## src/rtl/lcd_scan_pkg.sv

```systemverilog
`timescale 1ns/1ps
// Shared types and helpers for the LCD scan generator.
// Assumes all timing limits are expressed in nanoseconds and the clock period is a whole number of ns.
package lcd_scan_pkg;

    typedef enum logic [1:0] {
        PH_SHIFT = 2'd0,
        PH_PRE   = 2'd1,
        PH_LATCH = 2'd2,
        PH_POST  = 2'd3
    } phase_t;

    // Smallest cycle count covering a duration in ns.
    function automatic int to_cyc(input int ns, input int clk_ns);
        return (ns + clk_ns - 1) / clk_ns;
    endfunction

    // Saturating 16-bit increment for interval counters.
    function automatic logic [15:0] sat_inc(input logic [15:0] v);
        return (v == 16'hFFFF) ? v : v + 16'd1;
    endfunction

    // True when the divider settings meet every panel timing minimum.
    function automatic bit cfg_ok(input int clk_ns, input int half, input int pre,
                                  input int lw, input int post, input int nib);
        return (half >= to_cyc(110, clk_ns)) &&
               (2 * half >= to_cyc(330, clk_ns)) &&
               (half >= to_cyc(100, clk_ns)) &&
               (lw >= to_cyc(125, clk_ns)) &&
               (pre + lw >= to_cyc(125, clk_ns)) &&
               (post + 2 * half >= to_cyc(80, clk_ns)) &&
               (pre >= to_cyc(100, clk_ns)) && (pre >= 1) &&
               (post >= to_cyc(100, clk_ns)) && (post >= 1) &&
               (nib * 2 * half + pre + lw + post >= to_cyc(1000, clk_ns));
    endfunction

endpackage

```

## src/rtl/lcd_scan_seq.sv

```systemverilog
`timescale 1ns/1ps
// Line/frame sequencer: steps through shift, pre-latch gap, latch and post-latch gap
// for every line. Strobes are registered from the next state so they are glitch free.
// Assumes NIB is even, and that every interval parameter is at least 1.
module lcd_scan_seq
    import lcd_scan_pkg::*;
#(
    parameter int NIB      = 8,
    parameter int LINES    = 4,
    parameter int CL2_HALF = 17,
    parameter int PRE_GAP  = 10,
    parameter int LATCH_W  = 13,
    parameter int POST_GAP = 10
) (
    input  logic clk,
    input  logic rst_n,
    output logic ld,
    output logic ld_hi,
    output logic shift,
    output logic latch,
    output logic frame,
    output logic pol
);
    localparam int SPAN = 2 * CL2_HALF;
    localparam int M1   = (SPAN > PRE_GAP) ? SPAN : PRE_GAP;
    localparam int M2   = (LATCH_W > POST_GAP) ? LATCH_W : POST_GAP;
    localparam int MAXC = (M1 > M2) ? M1 : M2;
    localparam int CW   = $clog2(MAXC + 1);
    localparam int NW   = (NIB > 1) ? $clog2(NIB) : 1;
    localparam int RW   = (LINES > 1) ? $clog2(LINES) : 1;

    phase_t          ph, ph_n;
    logic [CW-1:0]   cnt, cnt_n;
    logic [NW-1:0]   nib, nib_n;
    logic [RW-1:0]   row, row_n;
    logic            pol_n;

    // Next-state decode for phase, interval counter, nibble index, row and polarity.
    always_comb begin
        ph_n  = ph;
        cnt_n = cnt + CW'(1);
        nib_n = nib;
        row_n = row;
        pol_n = pol;
        unique case (ph)
            PH_SHIFT: if (cnt == CW'(SPAN - 1)) begin
                cnt_n = '0;
                if (nib == NW'(NIB - 1)) begin
                    ph_n = PH_PRE;
                    if (row == '0) pol_n = ~pol;
                end else begin
                    nib_n = nib + NW'(1);
                end
            end
            PH_PRE: if (cnt == CW'(PRE_GAP - 1)) begin
                cnt_n = '0;
                ph_n  = PH_LATCH;
            end
            PH_LATCH: if (cnt == CW'(LATCH_W - 1)) begin
                cnt_n = '0;
                ph_n  = PH_POST;
            end
            PH_POST: if (cnt == CW'(POST_GAP - 1)) begin
                cnt_n = '0;
                ph_n  = PH_SHIFT;
                nib_n = '0;
                row_n = (row == RW'(LINES - 1)) ? '0 : row + RW'(1);
            end
        endcase
    end

    // Load request: a new nibble period starts on this edge.
    assign ld    = (ph_n == PH_SHIFT) && (cnt_n == '0);
    assign ld_hi = ld && !nib_n[0];

    // State and registered panel strobes; reset parks in the recovery gap of the last row.
    always_ff @(posedge clk) begin
        if (!rst_n) begin
            ph    <= PH_POST;
            cnt   <= '0;
            nib   <= '0;
            row   <= RW'(LINES - 1);
            shift <= 1'b0;
            latch <= 1'b0;
            frame <= 1'b0;
            pol   <= 1'b0;
        end else begin
            ph    <= ph_n;
            cnt   <= cnt_n;
            nib   <= nib_n;
            row   <= row_n;
            shift <= (ph_n == PH_SHIFT) && (cnt_n >= CW'(CL2_HALF));
            latch <= (ph_n == PH_LATCH);
            frame <= (ph_n != PH_SHIFT) && (row_n == '0);
            pol   <= pol_n;
        end
    end

endmodule

```

## src/rtl/lcd_nibble_lane.sv

```systemverilog
`timescale 1ns/1ps
// One data lane: walks a contiguous region of the frame buffer and presents its bytes
// as two nibbles, high half first. Keeps the address of the upcoming byte on the read
// port, so that byte is ready at the next high-nibble load (one-cycle read latency).
// Assumes loads are at least two cycles apart.
module lcd_nibble_lane #(
    parameter int AW   = 5,
    parameter int BASE = 0,
    parameter int SPAN = 16
) (
    input  logic          clk,
    input  logic          rst_n,
    input  logic          ld,
    input  logic          ld_hi,
    input  logic [7:0]    fb_data,
    output logic [AW-1:0] fb_addr,
    output logic [3:0]    dat
);
    localparam logic [AW-1:0] FIRST = AW'(BASE);
    localparam logic [AW-1:0] LAST  = AW'(BASE + SPAN - 1);

    logic [3:0] low_q;

    // Prefetch address advance and nibble presentation.
    always_ff @(posedge clk) begin
        if (!rst_n) begin
            fb_addr <= FIRST;
            dat     <= '0;
            low_q   <= '0;
        end else if (ld) begin
            if (ld_hi) begin
                dat     <= fb_data[7:4];
                low_q   <= fb_data[3:0];
                fb_addr <= (fb_addr == LAST) ? FIRST : fb_addr + AW'(1);
            end else begin
                dat <= low_q;
            end
        end
    end

endmodule

```

## src/rtl/lcd_scan_gen.sv

```systemverilog
`timescale 1ns/1ps
// Multiplexed LCD scan timing generator. It reads a 1-bit-per-pixel frame buffer and
// drives a controller-less panel with nibble data, shift clock, line latch, frame
// marker and polarity. Assumes COLS is a multiple of 8 and, with DUAL set, that ROWS
// is even. The frame buffer is one byte per 8 pixels, row-major: upper half first,
// then lower half.
module lcd_scan_gen
    import lcd_scan_pkg::*;
#(
    parameter int CLK_NS   = 10,
    parameter int COLS     = 32,
    parameter int ROWS     = 8,
    parameter int DUAL     = 1,
    parameter int CL2_HALF = 17,
    parameter int PRE_GAP  = 10,
    parameter int LATCH_W  = 13,
    parameter int POST_GAP = 10,
    parameter int ADDR_W   = (ROWS * COLS / 8 > 1) ? $clog2(ROWS * COLS / 8) : 1
) (
    input  logic              clk,
    input  logic              rst_n,
    output logic [ADDR_W-1:0] fb_addr_up,
    input  logic [7:0]        fb_data_up,
    output logic [ADDR_W-1:0] fb_addr_lo,
    input  logic [7:0]        fb_data_lo,
    output logic [3:0]        lcd_d_up,
    output logic [3:0]        lcd_d_lo,
    output logic              lcd_shift,
    output logic              lcd_latch,
    output logic              lcd_frame,
    output logic              lcd_polarity
);
    localparam int LINES = (DUAL != 0) ? ROWS / 2 : ROWS;
    localparam int BPR   = COLS / 8;
    localparam int NIB   = COLS / 4;
    localparam int SPAN  = LINES * BPR;

    // Elaboration guard: divider settings must satisfy the panel minimums.
    if (!cfg_ok(CLK_NS, CL2_HALF, PRE_GAP, LATCH_W, POST_GAP, NIB)) begin : g_bad_timing
        $error("lcd_scan_gen: divider parameters violate panel timing");
    end
    if ((COLS % 8) != 0) begin : g_bad_cols
        $error("lcd_scan_gen: COLS must be a multiple of 8");
    end

    logic ld, ld_hi;

    lcd_scan_seq #(
        .NIB(NIB), .LINES(LINES), .CL2_HALF(CL2_HALF),
        .PRE_GAP(PRE_GAP), .LATCH_W(LATCH_W), .POST_GAP(POST_GAP)
    ) u_seq (
        .clk(clk), .rst_n(rst_n), .ld(ld), .ld_hi(ld_hi),
        .shift(lcd_shift), .latch(lcd_latch), .frame(lcd_frame), .pol(lcd_polarity)
    );

    lcd_nibble_lane #(.AW(ADDR_W), .BASE(0), .SPAN(SPAN)) u_up (
        .clk(clk), .rst_n(rst_n), .ld(ld), .ld_hi(ld_hi),
        .fb_data(fb_data_up), .fb_addr(fb_addr_up), .dat(lcd_d_up)
    );

    if (DUAL != 0) begin : g_lower
        lcd_nibble_lane #(.AW(ADDR_W), .BASE(SPAN), .SPAN(SPAN)) u_lo (
            .clk(clk), .rst_n(rst_n), .ld(ld), .ld_hi(ld_hi),
            .fb_data(fb_data_lo), .fb_addr(fb_addr_lo), .dat(lcd_d_lo)
        );
    end else begin : g_single
        assign fb_addr_lo = '0;
        assign lcd_d_lo   = '0;
    end

endmodule

```

## config.mk

```make
export PLATFORM = sky130hd
export DESIGN_NAME = lcd_scan_gen
export DESIGN_NICKNAME = d
export VERILOG_FILES = /design/src/rtl/lcd_scan_pkg.sv /design/src/rtl/lcd_scan_seq.sv /design/src/rtl/lcd_nibble_lane.sv /design/src/rtl/lcd_scan_gen.sv
export SDC_FILE = /design/constraint.sdc
export NUM_CORES = 1
export LEC_CHECK = 0
export BUFFER_PORTS_ARGS = -buffer_cell sky130_fd_sc_hd__buf_2
export CAP_MARGIN = 0
export CORE_MARGIN = 2
export CORE_UTILIZATION = 50
export DETAILED_ROUTE_END_ITERATION = 7
export PLACE_DENSITY_LB_ADDON = 0.05
export SLEW_MARGIN = 15
export SYNTH_ARGS = -nofsm -noshare
export SYNTH_HDL_FRONTEND = slang
export SYNTH_SLANG_ARGS = --single-unit
```

## constraint.sdc

```tcl
create_clock -name clk -period 3.6 [get_ports clk]
set_input_delay 1.08 -clock clk [delete_from_list [all_inputs] [get_ports clk]]
set_output_delay 1.08 -clock clk [all_outputs]
set_load 0.05 [all_outputs]
```

# After elaboration in Yosys (flattened, before gate mapping)
# Cells that the tools add are included.
# word_totals
regBits	43
inputBits	18
output_inout_bits	22
# classes
add_sub_neg	5
order_cmp	1
eq_ne	14
muxes	21
bitwise_logic	1
n_reduce_logical	16
# op_table
op	n
6-bit 2-to-1 mux	3
6-bit one-hot mux with 3 select lines	1
2-bit 2-to-1 mux	8
6-bit by 4-bit == test with 1-bit output, second input constant	2
5-bit by 1-bit adder with 5-bit output, second input constant	2
5-bit 2-to-1 mux	2
3-bit 2-to-1 mux	3
2-bit == test, second input constant	4
2-bit logical NOT	4
4-bit 2-to-1 mux	2
2-bit one-hot mux with 4 select lines	1
4-bit AND reduction	2
6-bit by 1-bit adder with 6-bit output, second input constant	1
6-bit == test, second input constant	1
6-bit by 5-bit >= comparator with 1-bit output, second input constant	1
6-bit logical NOT	1
3-bit one-hot mux with 2 select lines	1
5-bit by 4-bit == test with 1-bit output, second input constant	1
5-bit == test, second input constant	1
1-bit logical AND	4
2-bit by 1-bit inequality test with 1-bit output, second input constant	2
2-bit nonzero test	2
3-bit by 1-bit adder with 3-bit output, second input constant	1
3-bit == test, second input constant	1
other kinds (7)	7

# Logic depth before layout (Yosys ltp)
# logic_depth
ltp_word	8
depth_mapped	10

# Hierarchy
# A second synthesis with hierarchy kept.
# unflattened
hier_cells	234
hier_area_um2	2149.6
# by_module_without_submodules
module	instances	cells_each	area_each_um2
lcd_scan_seq	1	112	978.4
lcd_nibble_lane at u_up	1	61	601.8
lcd_nibble_lane at g_lower.u_lo	1	61	569.3

# Worst setup path before layout
# Ideal clock, no wire load.
# synth_path
kind	register to register
start	reg u_seq.cnt[0]
end	reg g_lower.u_lo.fb_addr[3]
setup_time_ps	115
arrival_ps	2397
slack_ps	1088
path_stages_with_launch	10
n_path_buf	1
period_less_slack_ps	2512
path_cell_list	dfxtp_1 > inv_1 > ha_1 > or4b_1 > o22ai_2 > nand4_1 > a221oi_4 > buf_6 > nand4_1 > and3_1
# synth_between
elab_chain_len	7
elab_cells_between_ends	22
classes_between	add/sub: 1; eq/ne: 3; mux: 12; reduce/logical: 6
# synth_lines
element	line_no	text
start: declaration	lcd_scan_seq.sv:33	logic [CW-1:0] cnt, cnt_n;
start signal: assignment	lcd_scan_seq.sv:89	cnt <= cnt_n;
6-bit by 1-bit adder with 6-bit output (tied with other cells)	lcd_scan_seq.sv:41	cnt_n = cnt + CW'(1);
6-bit 2-to-1 mux (tied with other cells)	lcd_scan_seq.sv:55, lcd_scan_seq.sv:63	
6-bit one-hot mux with 3 select lines / 2-bit one-hot mux with 4 select lines (equally long branches)	lcd_scan_seq.sv:45	unique case (ph)
6-bit logical NOT / 2-bit logical NOT (equally long branches)	lcd_scan_seq.sv:73	assign ld = (ph_n == PH_SHIFT) && (cnt_n == '0);
1-bit logical AND	lcd_scan_seq.sv:73	
1-bit logical AND	lcd_scan_seq.sv:74	assign ld_hi = ld && !nib_n[0];
2-bit AND reduction (no source line) (*)	n/a	
end signal: assignment	lcd_nibble_lane.sv:34	fb_addr <= (fb_addr == LAST) ? FIRST : fb_addr + AW'(1);
end: declaration	lcd_nibble_lane.sv:16	output logic [AW-1:0] fb_addr,
# Mark *: on every way between the ends. The rest lies on a longest branch, timed or not. The select of a mux whose other input is x is not followed.
# A chain may end at the register's enable or synchronous reset.

# Worst setup path in the final report
# layout_path
start	reg u_seq.cnt[0]
end	reg u_up.fb_addr[3]
# layout_between
elab_chain_len	7
elab_cells_between_ends	22
classes_between	add/sub: 1; eq/ne: 3; mux: 12; reduce/logical: 6
# layout_lines
element	line_no
6-bit by 1-bit adder with 6-bit output (tied with other cells)	lcd_scan_seq.sv:41
6-bit 2-to-1 mux (tied with other cells)	lcd_scan_seq.sv:55, lcd_scan_seq.sv:63
6-bit one-hot mux with 3 select lines / 2-bit one-hot mux with 4 select lines (equally long branches)	lcd_scan_seq.sv:45
6-bit logical NOT / 2-bit logical NOT (equally long branches)	lcd_scan_seq.sv:73
1-bit logical AND	lcd_scan_seq.sv:73
1-bit logical AND	lcd_scan_seq.sv:74
2-bit AND reduction (no source line) (*)	n/a
end signal: assignment	lcd_nibble_lane.sv:34
end: declaration	lcd_nibble_lane.sv:16
# Marks and branches as above.

==> impl_metrics.ini <==
[run_status]
run_status = completed

[global_route]
gr-total-overflow = 0
grtUsageTotal_pct = 17.4
grt_pass1_wl_um = 7160
first_global_vias = 1697
grt_max_degree = 51
antenna_found_initial = 0

[sta]
setup_tns_ns = 0
hold_violations = 0
setup_viol = 0
fmax_ghz = 0.363
worst_pin_slew_ns = 0.797
fin_crit_ns = 2.76
fin_crit_sh_pct = 76.6
slew_headroom_pct = 46.8
rsz0062_at_grt = false
final_max_slew_viol_count = 0
finClkSkew_ns = 0.00733
finalWorstSetupSlack_ns = 0.842

[yosys]
synth_area_leaders = dfxtp_1 38%, mux2i_1 10%, ha_1 7.3%
synth.avg_cell_area_um2 = 9.27
synth_nets = 273
synth-main-ff-cell = dfxtp_1
ys_ff_latch = 43
syn_area_um2 = 2240
synth_cell_type_count = 45
yosysWarningCount = 0
synth_top_area_share_pct = 38.4
synth_cells = 242
synth_area_leader_cell = dfxtp_1
yosysSeqAreaShare_pct = 38.4
synth_edf_count = 0
synth-async-reset-ratio_pct = 0

[routing]
dr_wl_met3_um = 147
wirelength_um = 4060
firstDrtPassIters = 4
remaining_drc_errors = 0
vias = 1720
post_drt_wl_per_cell_um = 12.3
wl_met2_um = 1930
via_per_inst = 5.20
drt-met1-wl_um = 1960
first_iter_violations = 84
top_layer = met4
antenna_left = 0

[cts]
cts.sinks = 43
cts.path.max_buffers = 2
post_cts_buffers = 0
htree_levels = 2
clk_pin_slew_ns = 0.08
numCtsBuffers = 5
clk_latency_ns = 0.29
hold_buffers = 0
cts_tree = built
clock-root-buffer = clkbuf_8
cts_resized = 0

[die]
initial_utilization_pct = 51.9
top_level_ports = 40
rows = 24
die_h_um = 71.0
die_area_um2 = 5040
dieWidth_um = 71.0
core-area_um2 = 4320

[critical_path]
critPathKind = register to register
required_ns = 3.79
cp-start-kind = register
cp.arrival_ns = 2.94
critPathMaxFanout = 22
endpoint_kind = register

[layout]
nets = 309
areaGrowthSynthToFinish_pct = 14.3
nFillCells = 412
diodes = 0
fin_util_pct = 59.3
final_layout_size_suffix_gt1_share_pct = 20.8

[power]
power_density_nw_per_um2 = 701
power.total_w = 0.00180
vdd_ir_drop_max_uv = 711
p_leak_nw = 1.38

[min_path]
min_path_type = register to register

[placed_design]
dp_slack_ns = 0.834
dpl.hpwl_um = 2930
place.port_buffers = 39
place.gp.congestion = 0.780

[run]
maxCapViolations = 0
[metrics by stage]
stage,hold slack (ns),cell area (µm²),cells
final,0.458,2560,331
after global routing,0.489,2560,331
after global placement,0.445,2450,323
after floorplan,0.437,2240,242
after detailed placement,0.450,2450,323
after CTS,0.462,2560,331
[Yosys cell counts (2+ instances only)]
| cell type | number |
|---|---|
| ha_1 | 13 |
| mux2i_1 | 23 |
| o211a_1 | 9 |
| clkbuf_1 | 6 |
| nand2_1 | 41 |
| nand3b_1 | 2 |
| nand2b_1 | 6 |
| nand4_1 | 3 |
| nand3_1 | 14 |
| buf_2 | 3 |
| a21boi_0 | 2 |
| buf_6 | 3 |
| a21oi_1 | 6 |
| nor3_1 | 2 |
| a211oi_1 | 2 |
| dfxtp_1 | 43 |
| and3_1 | 5 |
| xor2_1 | 2 |
| nor3b_1 | 3 |
| inv_1 | 8 |
| and2_1 | 3 |
| nor2b_1 | 4 |
| xnor2_1 | 3 |
| or2_2 | 2 |
| a31o_2 | 2 |
| nor2_1 | 12 |
| o21ai_0 | 2 |
[registers in the layout, summed over array words and instances (netlist names), 3 cells and up]
register              cells
u_seq.cnt                 6
u_seq.nib                 3
u_up.fb_addr              5
g_lower.u_lo.fb_addr      5
u_up.low_q                4
u_up.dat                  4
g_lower.u_lo.low_q        4
g_lower.u_lo.dat          4
[where the power goes]
part	internal, W	switching (W)	total, W
logic	0.000263	0.000499	0.000762
clock network	0.000224	0.000153	0.000378
registers	0.000582	0.0000751	0.000657
total	0.00107	0.000727	0.00180
[cell type report]
class	instances	area [µm²]	share of cell area, %
tap	52	65.1	2.54
inverter	8	30.0	1.17
sequential	43	861	33.6
clock buffer	6	82.6	3.22
multi-input combinational	179	1280	50.0
clock inverter	2	35.0	1.37
timing repair buffer	41	210	8.20
[placed cells by master, fill, tap and decap left out, types with 3 or more instances in the layout]
master	count
inv_1	8
buf_2	39
xnor2_1	3
nor2_1	12
nand2b_1	6
nor3b_1	3
nor2b_1	4
clkbuf_8	6
nand3_1	14
mux2i_1	23
nand2_1	41
and3_1	5
and2_1	3
a21oi_1	6
ha_1	13
nand4_1	3
dfxtp_1	43
o211a_1	9
[worst max-delay path, cell delays in order (launching register included)]
cell and delay (ns):
dfxtp_1 0.46, inv_1 0.08, ha_1 0.31, or4b_1 0.48
o22ai_2 0.15, nand4_1 0.18, a221oi_4 0.38, buf_4 0.30
o2111ai_1 0.12, and3_1 0.22
[layer usage]
metal	vias to the layer above	global-route usage, %
met4	0	3.77
met1	776	20.8
met5	-	0
met3	2	4.84
li1	919	-
met2	23	31.0
[logic make-up after synthesis]
| logic type | count (synthesis) | share of synthesized area [%] |
|---|---|---|
| adders and majority gates | 13 | 7.25 |
| buffers and inverters | 20 | 4.52 |
| DFF | 43 | 38.4 |
| and+or+nand+nor | 104 | 23.8 |
| muxes | 23 | 10.3 |
| AOI/OAI and AO/OA | 34 | 13.8 |
| xor gates and xnor gates | 5 | 1.95 |
[final timing paths]
kind | startpoint | to | slack [ns] | cells after the start
hold / removal | g_lower.u_lo.low_q[2] | g_lower.u_lo.low_q[2] | 0.46 | 2
setup / recovery | u_seq.cnt[0] | u_up.fb_addr[3] | 0.84 | 9
hold reg to reg | g_lower.u_lo.low_q[2] | g_lower.u_lo.low_q[2] | 0.46 | 2
setup reg to reg | u_seq.cnt[0] | u_up.fb_addr[3] | 0.84 | 9
(Power assumes the default switching activity.)
